--- config.mk ---
export PLATFORM = sky130hd
export DESIGN_NAME = evid_link
export DESIGN_NICKNAME = d
export VERILOG_FILES = /design/src/rtl/evid_pkg.sv /design/src/rtl/evid_rst_sync.sv /design/src/rtl/evid_counters.sv /design/src/rtl/evid_fifo.sv /design/src/rtl/evid_serializer.sv /design/src/rtl/evid_link.sv
export SDC_FILE = /design/constraint.sdc
export NUM_CORES = 1
export LEC_CHECK = 0
export BUFFER_PORTS_ARGS = -buffer_cell sky130_fd_sc_hd__buf_2
export CAP_MARGIN = 20
export CORE_MARGIN = 2
export CORE_UTILIZATION = 48
export CTS_BUF_LIST = sky130_fd_sc_hd__clkbuf_8
export CTS_CLUSTER_DIAMETER = 150
export DETAILED_ROUTE_END_ITERATION = 10
export PLACE_DENSITY_LB_ADDON = 0.3
export SYNTH_ARGS = -nofsm -noshare
export SYNTH_HDL_FRONTEND = slang
export SYNTH_HIERARCHICAL = 1
export SYNTH_SLANG_ARGS = --single-unit
--- constraint.sdc ---
create_clock -name clk -period 4.46 [get_ports clk]
set_clock_uncertainty 0.1 [all_clocks]
set_input_delay 0.446 -clock clk [delete_from_list [all_inputs] [get_ports clk]]
set_output_delay 0.446 -clock clk [all_outputs]
set_load 0.01 [all_outputs]
--- src/rtl/evid_pkg.sv ---
package evid_pkg;
  localparam int TRIG_W  = 24;
  localparam int BUNCH_W = 12;
  localparam int TYPE_W  = 8;
  localparam int SPARE_W = 2;

  typedef struct packed {
    logic [TRIG_W-1:0]  trig;
    logic [BUNCH_W-1:0] bunch;
    logic [TYPE_W-1:0]  ttype;
    logic [SPARE_W-1:0] spare;
  } evid_rec_t;

  localparam int REC_W = $bits(evid_rec_t);
endpackage

--- src/rtl/evid_rst_sync.sv ---
module evid_rst_sync (
  input  logic clk,
  input  logic rst_n,
  output logic rst_n_sync
);
  logic [1:0] sync_q;

  // asserts at once, releases after two clock edges
  always_ff @(posedge clk or negedge rst_n) begin
    if (!rst_n) sync_q <= 2'b00;
    else        sync_q <= {sync_q[0], 1'b1};
  end

  assign rst_n_sync = sync_q[1];
endmodule

--- src/rtl/evid_counters.sv ---
module evid_counters #(
  parameter int TW = 24,
  parameter int BW = 12
) (
  input  logic          clk,
  input  logic          rst_n,
  input  logic          l1a,
  input  logic          ecr,
  input  logic          bcr,
  input  logic [BW-1:0] bc_max,
  output logic [TW-1:0] trig_now,
  output logic [BW-1:0] bunch_now
);
  logic [TW-1:0] trig_q, trig_nxt;
  logic [BW-1:0] bunch_q, bunch_nxt;
  logic          trig_en;

  always_comb begin
    trig_en = l1a | ecr;
    if (ecr)      trig_nxt = l1a ? TW'(1) : '0;
    else          trig_nxt = trig_q + TW'(1);
    if (bcr)                    bunch_nxt = '0;
    else if (bunch_q == bc_max) bunch_nxt = '0;
    else                        bunch_nxt = bunch_q + BW'(1);
  end

  always_ff @(posedge clk or negedge rst_n) begin
    if (!rst_n) begin
      trig_q  <= '0;
      bunch_q <= '0;
    end else begin
      if (trig_en) trig_q <= trig_nxt;
      bunch_q <= bunch_nxt;
    end
  end

  // value seen by an accept in this cycle: reset command wins
  assign trig_now  = ecr ? '0 : trig_q;
  assign bunch_now = bunch_q;

  AST_TRIG_STEP: assert property (@(posedge clk) disable iff (!rst_n)
    (l1a && !ecr) |=> (trig_q == TW'($past(trig_q) + 1'b1)));
  AST_TRIG_CLEAR: assert property (@(posedge clk) disable iff (!rst_n)
    ecr |=> (trig_q == ($past(l1a) ? TW'(1) : TW'(0))));
  AST_BUNCH_WRAP: assert property (@(posedge clk) disable iff (!rst_n)
    (bcr || bunch_q == bc_max) |=> (bunch_q == '0));
endmodule

--- src/rtl/evid_fifo.sv ---
module evid_fifo #(
  parameter int W     = 46,
  parameter int DEPTH = 16
) (
  input  logic                     clk,
  input  logic                     rst_n,
  input  logic                     push,
  input  logic [W-1:0]             din,
  input  logic                     pop,
  output logic [W-1:0]             dout,
  output logic                     empty,
  output logic                     full,
  output logic [$clog2(DEPTH):0]   level
);
  localparam int AW = $clog2(DEPTH);
  localparam int LW = AW + 1;

  logic [W-1:0]  mem [DEPTH];
  logic [AW-1:0] wr_q, wr_nxt, rd_q, rd_nxt;
  logic [LW-1:0] lvl_q, lvl_nxt;

  always_comb begin
    wr_nxt  = push ? wr_q + AW'(1) : wr_q;
    rd_nxt  = pop  ? rd_q + AW'(1) : rd_q;
    lvl_nxt = lvl_q;
    if (push && !pop)      lvl_nxt = lvl_q + LW'(1);
    else if (pop && !push) lvl_nxt = lvl_q - LW'(1);
  end

  always_ff @(posedge clk or negedge rst_n) begin
    if (!rst_n) begin
      wr_q  <= '0;
      rd_q  <= '0;
      lvl_q <= '0;
    end else begin
      wr_q  <= wr_nxt;
      rd_q  <= rd_nxt;
      lvl_q <= lvl_nxt;
    end
  end

  // storage has no reset; only the write enable gates it
  always_ff @(posedge clk) begin
    if (push) mem[wr_q] <= din;
  end

  assign dout  = mem[rd_q];
  assign empty = (lvl_q == '0);
  assign full  = (lvl_q == LW'(DEPTH));
  assign level = lvl_q;

  AST_NO_UNDERFLOW: assert property (@(posedge clk) disable iff (!rst_n)
    pop |-> !empty);
  AST_NO_PUSH_FULL: assert property (@(posedge clk) disable iff (!rst_n)
    push |-> !full);
  AST_LEVEL_UP: assert property (@(posedge clk) disable iff (!rst_n)
    (push && !pop) |=> (level == LW'($past(level) + 1'b1)));
endmodule

--- src/rtl/evid_serializer.sv ---
module evid_serializer #(
  parameter int W = 46
) (
  input  logic         clk,
  input  logic         rst_n,
  input  logic         rec_valid,
  input  logic [W-1:0] rec,
  output logic         pop,
  output logic         ser_out
);
  localparam int FW = W + 2;
  localparam int CW = $clog2(FW);

  logic [FW-1:0] sh_q, sh_nxt;
  logic [CW-1:0] cnt_q, cnt_nxt;
  logic          busy_q, busy_nxt;
  logic          last, load;

  always_comb begin
    last     = busy_q && (cnt_q == '0);
    load     = rec_valid && (!busy_q || last);
    sh_nxt   = sh_q;
    cnt_nxt  = cnt_q;
    busy_nxt = busy_q;
    if (load) begin
      sh_nxt   = {1'b1, rec, 1'b0};
      cnt_nxt  = CW'(FW - 1);
      busy_nxt = 1'b1;
    end else if (last) begin
      busy_nxt = 1'b0;
    end else if (busy_q) begin
      sh_nxt  = {sh_q[FW-2:0], 1'b0};
      cnt_nxt = cnt_q - CW'(1);
    end
  end

  always_ff @(posedge clk or negedge rst_n) begin
    if (!rst_n) begin
      sh_q   <= '0;
      cnt_q  <= '0;
      busy_q <= 1'b0;
    end else begin
      sh_q   <= sh_nxt;
      cnt_q  <= cnt_nxt;
      busy_q <= busy_nxt;
    end
  end

  assign pop     = load;
  assign ser_out = busy_q & sh_q[FW-1];

  AST_START_BIT: assert property (@(posedge clk) disable iff (!rst_n)
    pop |=> ser_out);
  AST_FRAME_LEN: assert property (@(posedge clk) disable iff (!rst_n)
    (busy_q && cnt_q != '0) |=> (busy_q && cnt_q == CW'($past(cnt_q) - 1'b1)));
endmodule

--- src/rtl/evid_link.sv ---
module evid_link
  import evid_pkg::*;
#(
  parameter int FIFO_DEPTH = 16
) (
  input  logic                        clk,
  input  logic                        rst_n,
  input  logic                        run_mode,
  input  logic                        l1a,
  input  logic                        ecr,
  input  logic                        bcr,
  input  logic [BUNCH_W-1:0]          bc_max,
  input  logic [TRIG_W-1:0]           ext_trig,
  input  logic [BUNCH_W-1:0]          ext_bunch,
  input  logic [TYPE_W-1:0]           trig_type,
  input  logic [SPARE_W-1:0]          spare,
  output logic                        ser_out,
  output logic                        fifo_empty,
  output logic                        fifo_full,
  output logic [$clog2(FIFO_DEPTH):0] fifo_level,
  output logic                        overflow
);
  logic              rst_ns;
  logic [TRIG_W-1:0]  loc_trig;
  logic [BUNCH_W-1:0] loc_bunch;
  evid_rec_t         cap_rec;
  logic [REC_W-1:0]  head;
  logic              push, pop;
  logic              ovf_q, ovf_nxt, ovf_en;

  evid_rst_sync u_rst (.clk(clk), .rst_n(rst_n), .rst_n_sync(rst_ns));

  evid_counters #(.TW(TRIG_W), .BW(BUNCH_W)) u_cnt (
    .clk(clk), .rst_n(rst_ns), .l1a(l1a), .ecr(ecr), .bcr(bcr),
    .bc_max(bc_max), .trig_now(loc_trig), .bunch_now(loc_bunch)
  );

  always_comb begin
    cap_rec.trig  = run_mode ? ext_trig  : loc_trig;
    cap_rec.bunch = run_mode ? ext_bunch : loc_bunch;
    cap_rec.ttype = trig_type;
    cap_rec.spare = spare;
    push    = l1a && !fifo_full;
    ovf_en  = l1a && fifo_full;
    ovf_nxt = 1'b1;
  end

  always_ff @(posedge clk or negedge rst_ns) begin
    if (!rst_ns)     ovf_q <= 1'b0;
    else if (ovf_en) ovf_q <= ovf_nxt;
  end

  assign overflow = ovf_q;

  evid_fifo #(.W(REC_W), .DEPTH(FIFO_DEPTH)) u_fifo (
    .clk(clk), .rst_n(rst_ns), .push(push), .din(cap_rec), .pop(pop),
    .dout(head), .empty(fifo_empty), .full(fifo_full), .level(fifo_level)
  );

  evid_serializer #(.W(REC_W)) u_ser (
    .clk(clk), .rst_n(rst_ns), .rec_valid(!fifo_empty), .rec(head),
    .pop(pop), .ser_out(ser_out)
  );

  AST_OVF_STICKY: assert property (@(posedge clk) disable iff (!rst_ns)
    overflow |=> overflow);
  AST_OVF_ON_DROP: assert property (@(posedge clk) disable iff (!rst_ns)
    (l1a && fifo_full) |=> overflow);
endmodule

Yosys cells after proc, flatten, opt, wreduce, memory -nomap -nowiden. Memory sizes are Yosys's and may differ from the RTL's. Index checks and enable logic that the tools add are counted.

Latch bits: 0. Input bits: 64. Register bits: 107. Word-level logic and storage cells: 60. ROM bits: 0. Memories kept: 1. Output and inout bits: 9. Memory bits (writable): 736.

Memory list: u_fifo.mem (depth 16, bits a word 46, read ports 1, clocked after Yosys merged registers in 0, wr ports 1, RTL line evid_fifo.sv:18) `logic [W-1:0] mem [DEPTH];`.

Eq/ne operators: 3. Multiplexer cells: 19. Divide/modulo/power cells: 0. $add $sub $neg: 7. Magnitude comparators: 0. Multiply operators: 0. Shift operators: 0. Bitwise operators: 2. Reduce and logical (&&, ||, !) cells: 18.

Operators with widths (count): 2-to-1 mux 48 bit (3); 2-to-1 mux 24 bit (3); 2-to-1 mux 12 bit (3); adder 24 x 1 -> 24 bit, second input constant (1); 2-to-1 mux 6 bit (3); adder 12 x 1 -> 12 bit, second input constant (1); equality test 12 bit (1); 2-to-1 mux 5 bit (2); adder 4 x 1 -> 4 bit, second input constant (2); logical AND 1 bit (6); logical NOT 6 bit (1); nonzero test 2 bit (3); subtractor 6 x 1 -> 6 bit, second input constant (1); adder 5 x 1 -> 5 bit, second input constant (1); equality test 5 bit, second input constant (1); logical NOT 1 bit (5); logical NOT 5 bit (1); 2-to-1 mux 1 bit (5); subtractor 5 x 1 -> 5 bit, second input constant (1); != test 2 bit, second input constant (1); AND reduction 2 bit (1); bitwise AND 1 bit (1); logical OR 1 bit (1); OR 1 bit (1).

Longest topological paths before layout.
Word-level depth: 7. Gate-level depth with buffers: 15. Depth with buffers taken out: 13.

Hierarchy. Netlist, hierarchy kept.

Modules (own cells, without submodules): evid_fifo (area an instance 28361.0 um2, sequential area each 22426.5 um2, instances 1, cells an instance 1218); evid_serializer (area an instance 2725.1 um2, sequential area each 1351.3 um2, instances 1, cells an instance 198); evid_counters (area an instance 2026.9 um2, sequential area each 900.9 um2, instances 1, cells an instance 224); evid_link (area an instance 631.9 um2, sequential area each 25.0 um2, instances 1, cells an instance 44); evid_rst_sync (area an instance 53.8 um2, sequential area each 50.0 um2, instances 1, cells an instance 3).

Least setup slack after synthesis. Ideal clock, no wire load.

Kind: flip-flop to flip-flop. Start: register u_fifo.lvl_q[0] (netlist: u_fifo/level[0]). End: memory u_fifo.mem[4][0], enable pin. Setup time: 507 ps. Required time: 3853 ps. Buffers on the path: 1. Clock period less this slack: 5028 ps. Setup slack: -568 ps. Stages on the path, launching flop included: 7. Data arrival time: 4422 ps. Cells stage by stage: dfrtp_1 or4_1 nor2_1 nor2b_1 clkbuf_1 nand2_1 nor3_1.

Word-level cells in the longest chain between the ends: 5.

Ends and longest elaborated chain: from (decl) (RTL line evid_fifo.sv:20) `logic [LW-1:0] lvl_q, lvl_nxt;`; from (signal assigned) (RTL line evid_fifo.sv:38) `lvl_q <= lvl_nxt;`; equality test 5 bit (RTL line evid_fifo.sv:49) `assign full = (lvl_q == LW'(DEPTH));`; via fifo_full (RTL line evid_link.sv:19) `output logic fifo_full,`; logical NOT 1 bit (RTL line evid_link.sv:43) `push = l1a && !fifo_full;`; logical AND 1 bit (RTL line evid_link.sv:43); via push (RTL line evid_link.sv:28) `logic push, pop;`; 2-to-1 mux 1 bit (RTL line evid_fifo.sv:44) `if (push) mem[wr_q] <= din;`; 2-to-1 mux 1 bit (implied by the code) (RTL line evid_fifo.sv:44); to (decl) (RTL line evid_fifo.sv:18).

The timed path passes the listed nets, and every way through them passes these cells.

Worst setup path after layout.
Start: register u_fifo.lvl_q[0] (netlist: u_fifo/level[0]). End: register u_fifo.lvl_q[4] (netlist: u_fifo/level[4]).

Word-level cells in the longest chain between the ends: 6. Elaborated cells on any way between the ends: 15. Classes of those cells: 2 x add/sub; 1 x eq/ne; 2 x mux; 10 x reduce/logical.

Ends and longest elaborated chain: equality test 5 bit * (RTL line evid_fifo.sv:49); logical NOT 1 bit * (RTL line evid_link.sv:43); logical AND 1 bit * (RTL line evid_link.sv:43); via push (RTL line evid_link.sv:28); logical NOT 1 bit (RTL line evid_fifo.sv:27) `else if (pop && !push) lvl_nxt = lvl_q - LW'(1);`; logical AND 1 bit (RTL line evid_fifo.sv:27); nonzero test 2 bit (no line).

Mark *: on every way through the listed nets, which the timed path passes. The rest lies on a longest branch. The select of a mux whose other input is x is not followed. A chain may end at the register's enable or synchronous reset.

==> results by group <==
Run status
  • Status: complete, no violations

Critical path
  • CP startpoint kind: flop
  • Setup CP Type: flop to flop
  • Worst Path Buf+Inv: 1
  • Worst EP arrival: 3.83 ns
  • CP Capture Type: flop
  • CP max-delay cell: nor2b_1
  • Worst Path Required: 5.00 ns
  • Peak per-stage delay on the critical path: 0.75 ns
  • CP Cell Sequence: or4_1, nor2_1, nor2b_1, ha_1, inv_1, ha_1, nor2b_1, o21a_1, o2111ai_1, o311ai_1
  • Crit path max fanout: 14
  • Top delay family on crit path: simple AND/OR/NAND/NOR gates

Power and ir drop
  • Pwr Density: 542.5 nW/um^2
  • Sw power: 0.005743 W
  • Combinational power share: 0.219
  • Maximum VDD drop: 0.0002613 V
  • Pleak: 13.06 nW
  • Sequential fraction of design power: 0.482
  • Switching Share: 0.2762
  • Cell internal pwr: 0.01505 W
  • Clock share of power: 0.300

Yosys
  • Ys async rst share: 0.1259
  • Post-synth top flop: edfxtp_1
  • Synth warn: 6
  • Count leader, synth: edfxtp_1
  • Top post-synthesis cells by area: edfxtp_1, mux4_2, dfrtp_1
  • Area leader, netlist: edfxtp_1
  • Post-synth EDFFs: 736
  • Distinct cells, synth: 51
  • Mapped Cells: 1687
  • Seq cells post-synth: 842
  • Seq/Total Area, Yosys: 0.7324
  • Mapped Area: 33800 um^2
  • Commonest cells in the netlist: edfxtp_1, mux4_2, dfrtp_1
  • Net Count, Synth: 1764
  • Yosys top cell area share: 0.6539
  • Post-synthesis area per instance: 20.03 um^2

Placed design
  • Buffers on Ports: 72
  • Inst Count DP: 2647
  • HPWL after DPL: 39550 um
  • Worst slack, placed: 1.177 ns
  • Routability-driven placement congestion ratio: 0.7908

Floorplan
  • Overall die area: 72550 um^2
  • Die W: 269.4 um
  • Vert. Die Dim: 269.4 um
  • Core Area: 69910 um^2
  • Rows: 97
  • Ports: 73
  • Initial core utilization: 0.4835

Route
  • Iter 0 DRT Violations: 1591
  • DRC: 0
  • Total Wirelength: 71260 um
  • First-pass iteration count of the detailed router: 5
  • Vias: 16700
  • Final ANT Viol Nets: 0
  • WL per Instance: 24.30 um
  • DR vias/cell: 5.695

Final layout
  • Final cell count without fillers: 2933
  • Final net count: 1961
  • Layout cells sized above 1: 0.3168
  • Final core occ: 0.5483
  • P&R area growth vs syn: 13.41%

Global route
  • GRT Overall Usage: 0.2005
  • Vias in the first global route: 17860
  • First-pass GRT wire length: 108200 um
  • Initial antenna violation count: 1
  • Pin count of the biggest net entering global routing: 68
  • GRT overflow: 0

Clocking
  • Clock Path Buffers: 3
  • Clock net sink count: 842
  • Setup Buffers After CTS: 0
  • Clk root buf: clkbuf_8
  • H-Tree Depth: 4
  • Post-CTS Hold Buffers: 40
  • Inserted Clock Buffers: 135
  • Clock transition at path regs: 0.06 ns
  • CTS tree: done
  • Worst skew pair latency: 0.79 ns
  • Post-cts sizing count: 0

Hold path
  • Type of the most critical hold path: input pin to flop

STA
  • Slew Limit Fails: 0
  • Worst Setup Slack, final: 1.163 ns
  • Tcrit/Tclk final: 0.7392
  • Worst slew pin tran: 0.9941 ns
  • RSZ-0062 raised after global routing: no
  • Slew headroom: 0.3359
  • Finish-stage setup viols: 0
  • FMAX: 303.3 MHz
  • Fin. Hold Viols: 0
  • Fin crit period: 3.297 ns

Flow run
  • Reported max-cap violation count: 0
-- cell usage in the layout, fill, tap and decap left out, types with 4 or more instances in the layout --
cell | Yosys | layout
edfxtp_1 | 736 | 736
mux4_2 | 184 | 184
clkbuf_8 | 0 | 142
dfrtp_1 | 106 | 103
mux2_2 | 100 | 100
a22oi_1 | 92 | 92
buf_2 | 18 | 72
nand2_1 | 68 | 68
inv_1 | 22 | 65
nor2_1 | 48 | 45
dlygate4sd3_1 | 0 | 40
mux2_4 | 30 | 30
clkinv_1 | 0 | 26
nor2b_1 | 24 | 22
xor2_1 | 22 | 22
xnor2_1 | 21 | 21
buf_12 | 3 | 20
buf_4 | 5 | 20
clkinv_2 | 0 | 14
nand3_1 | 13 | 13
nor3_1 | 15 | 13
o21ai_0 | 12 | 12
ha_1 | 12 | 12
nand4_1 | 11 | 11
nor4_1 | 9 | 9
clkinvlp_4 | 0 | 7
and2_2 | 0 | 7
or3_1 | 6 | 6
a21oi_1 | 6 | 6
or4_1 | 6 | 6
inv_6 | 0 | 5
bufinv_16 | 0 | 4
mux2i_1 | 4 | 4
nand2b_1 | 4 | 4
-- registers in the layout (all words and copies together), names as in the netlist --
register and cells:
u_fifo/mem 736, u_ser/sh_q 47, u_cnt/trig_q 24, u_cnt/bunch_now 12, u_ser/cnt_q 6, u_fifo/level 5, u_fifo/rd_q 4, u_fifo/wr_q 4
u_rst/sync_q 2, overflow 1, u_ser/busy_q 1
-- cell type report --
class                           count  area, um^2
Antenna cell                        1       2.502
Clock buffer                      142        1954
Clock inverter                    103       588.1
Fill cell                        5371       31580
Inverter                           22       82.58
Multi-Input combinational cell    731        8451
Sequential cell                   842       24770
Tap cell                          940        1176
Timing Repair Buffer              152        1311
-- power groups by stage --
| stage | logic, W | registers [W] | clock network (W) |
|---|---|---|---|
| after floorplan | 0.00356 | 0.00991 | 0 |
| after global placement | 0.00450 | 0.0101 | 0 |
| after detailed placement | 0.00458 | 0.0102 | 0 |
| after CTS | 0.00463 | 0.0100 | 0.00638 |
| after global routing | 0.00490 | 0.0101 | 0.00673 |
| final | 0.00455 | 0.0100 | 0.00623 |
-- logic make-up after synthesis --
kind of cell | count (synthesis) | synth area share
AOI/OAI and AO/OA | 127 | 0.02728
xor gates and xnor gates | 43 | 0.01114
adders and majority gates | 13 | 0.005035
buffers and inverters | 114 | 0.01958
DFF | 842 | 0.7324
muxes | 318 | 0.1704
other | 1 | 0.0001110
and+or+nand+nor | 229 | 0.03402
-- path summary, 6_finish.rpt --
| check | from | to | slack (ns) | cells past startpoint |
|---|---|---|---|---|
| worst min-delay path | ext_trig[20] | u_fifo/mem[12][42] | 0.06 | 2 |
| worst min register to register | u_rst/sync_q[0] | u_rst/sync_q[1] | 0.26 | 0 |
| worst max-delay path | u_fifo/level[0] | u_fifo/level[4] | 1.16 | 10 |
| min in group asynchronous | u_rst/sync_q[1] | u_ser/cnt_q[5] | 0.32 | 0 |
| max in group asynchronous | u_rst/sync_q[1] | u_cnt/bunch_now[8] | 3.11 | 1 |
| worst max register to register | u_fifo/level[0] | u_fifo/level[4] | 1.16 | 10 |
-- metrics by stage --
stage	TNS (ns)	hold slack, ns	cell area (um^2)	total power [W]
CTS	0	0.0002010	38330	0.02103
finish	0	0.06036	38330	0.02079
global placement	0	0.1310	35390	0.01462
detailed placement	0	0.1313	35390	0.01476
floorplan	-52.27	0.05041	33800	0.01347
global route	0	0.03214	38330	0.02173
-- layer usage --
layer / global-route usage / part of all wire / wire, um
met3: 0.04934 / 0.061 / 4326
met1: 0.2591 / 0.41 / 29080
met5: 0 / 0 / 0
met2: 0.3363 / 0.51 / 36420
met4: 0.06374 / 0.020 / 1434
Note: power is estimated with default switching activity, not from simulation.
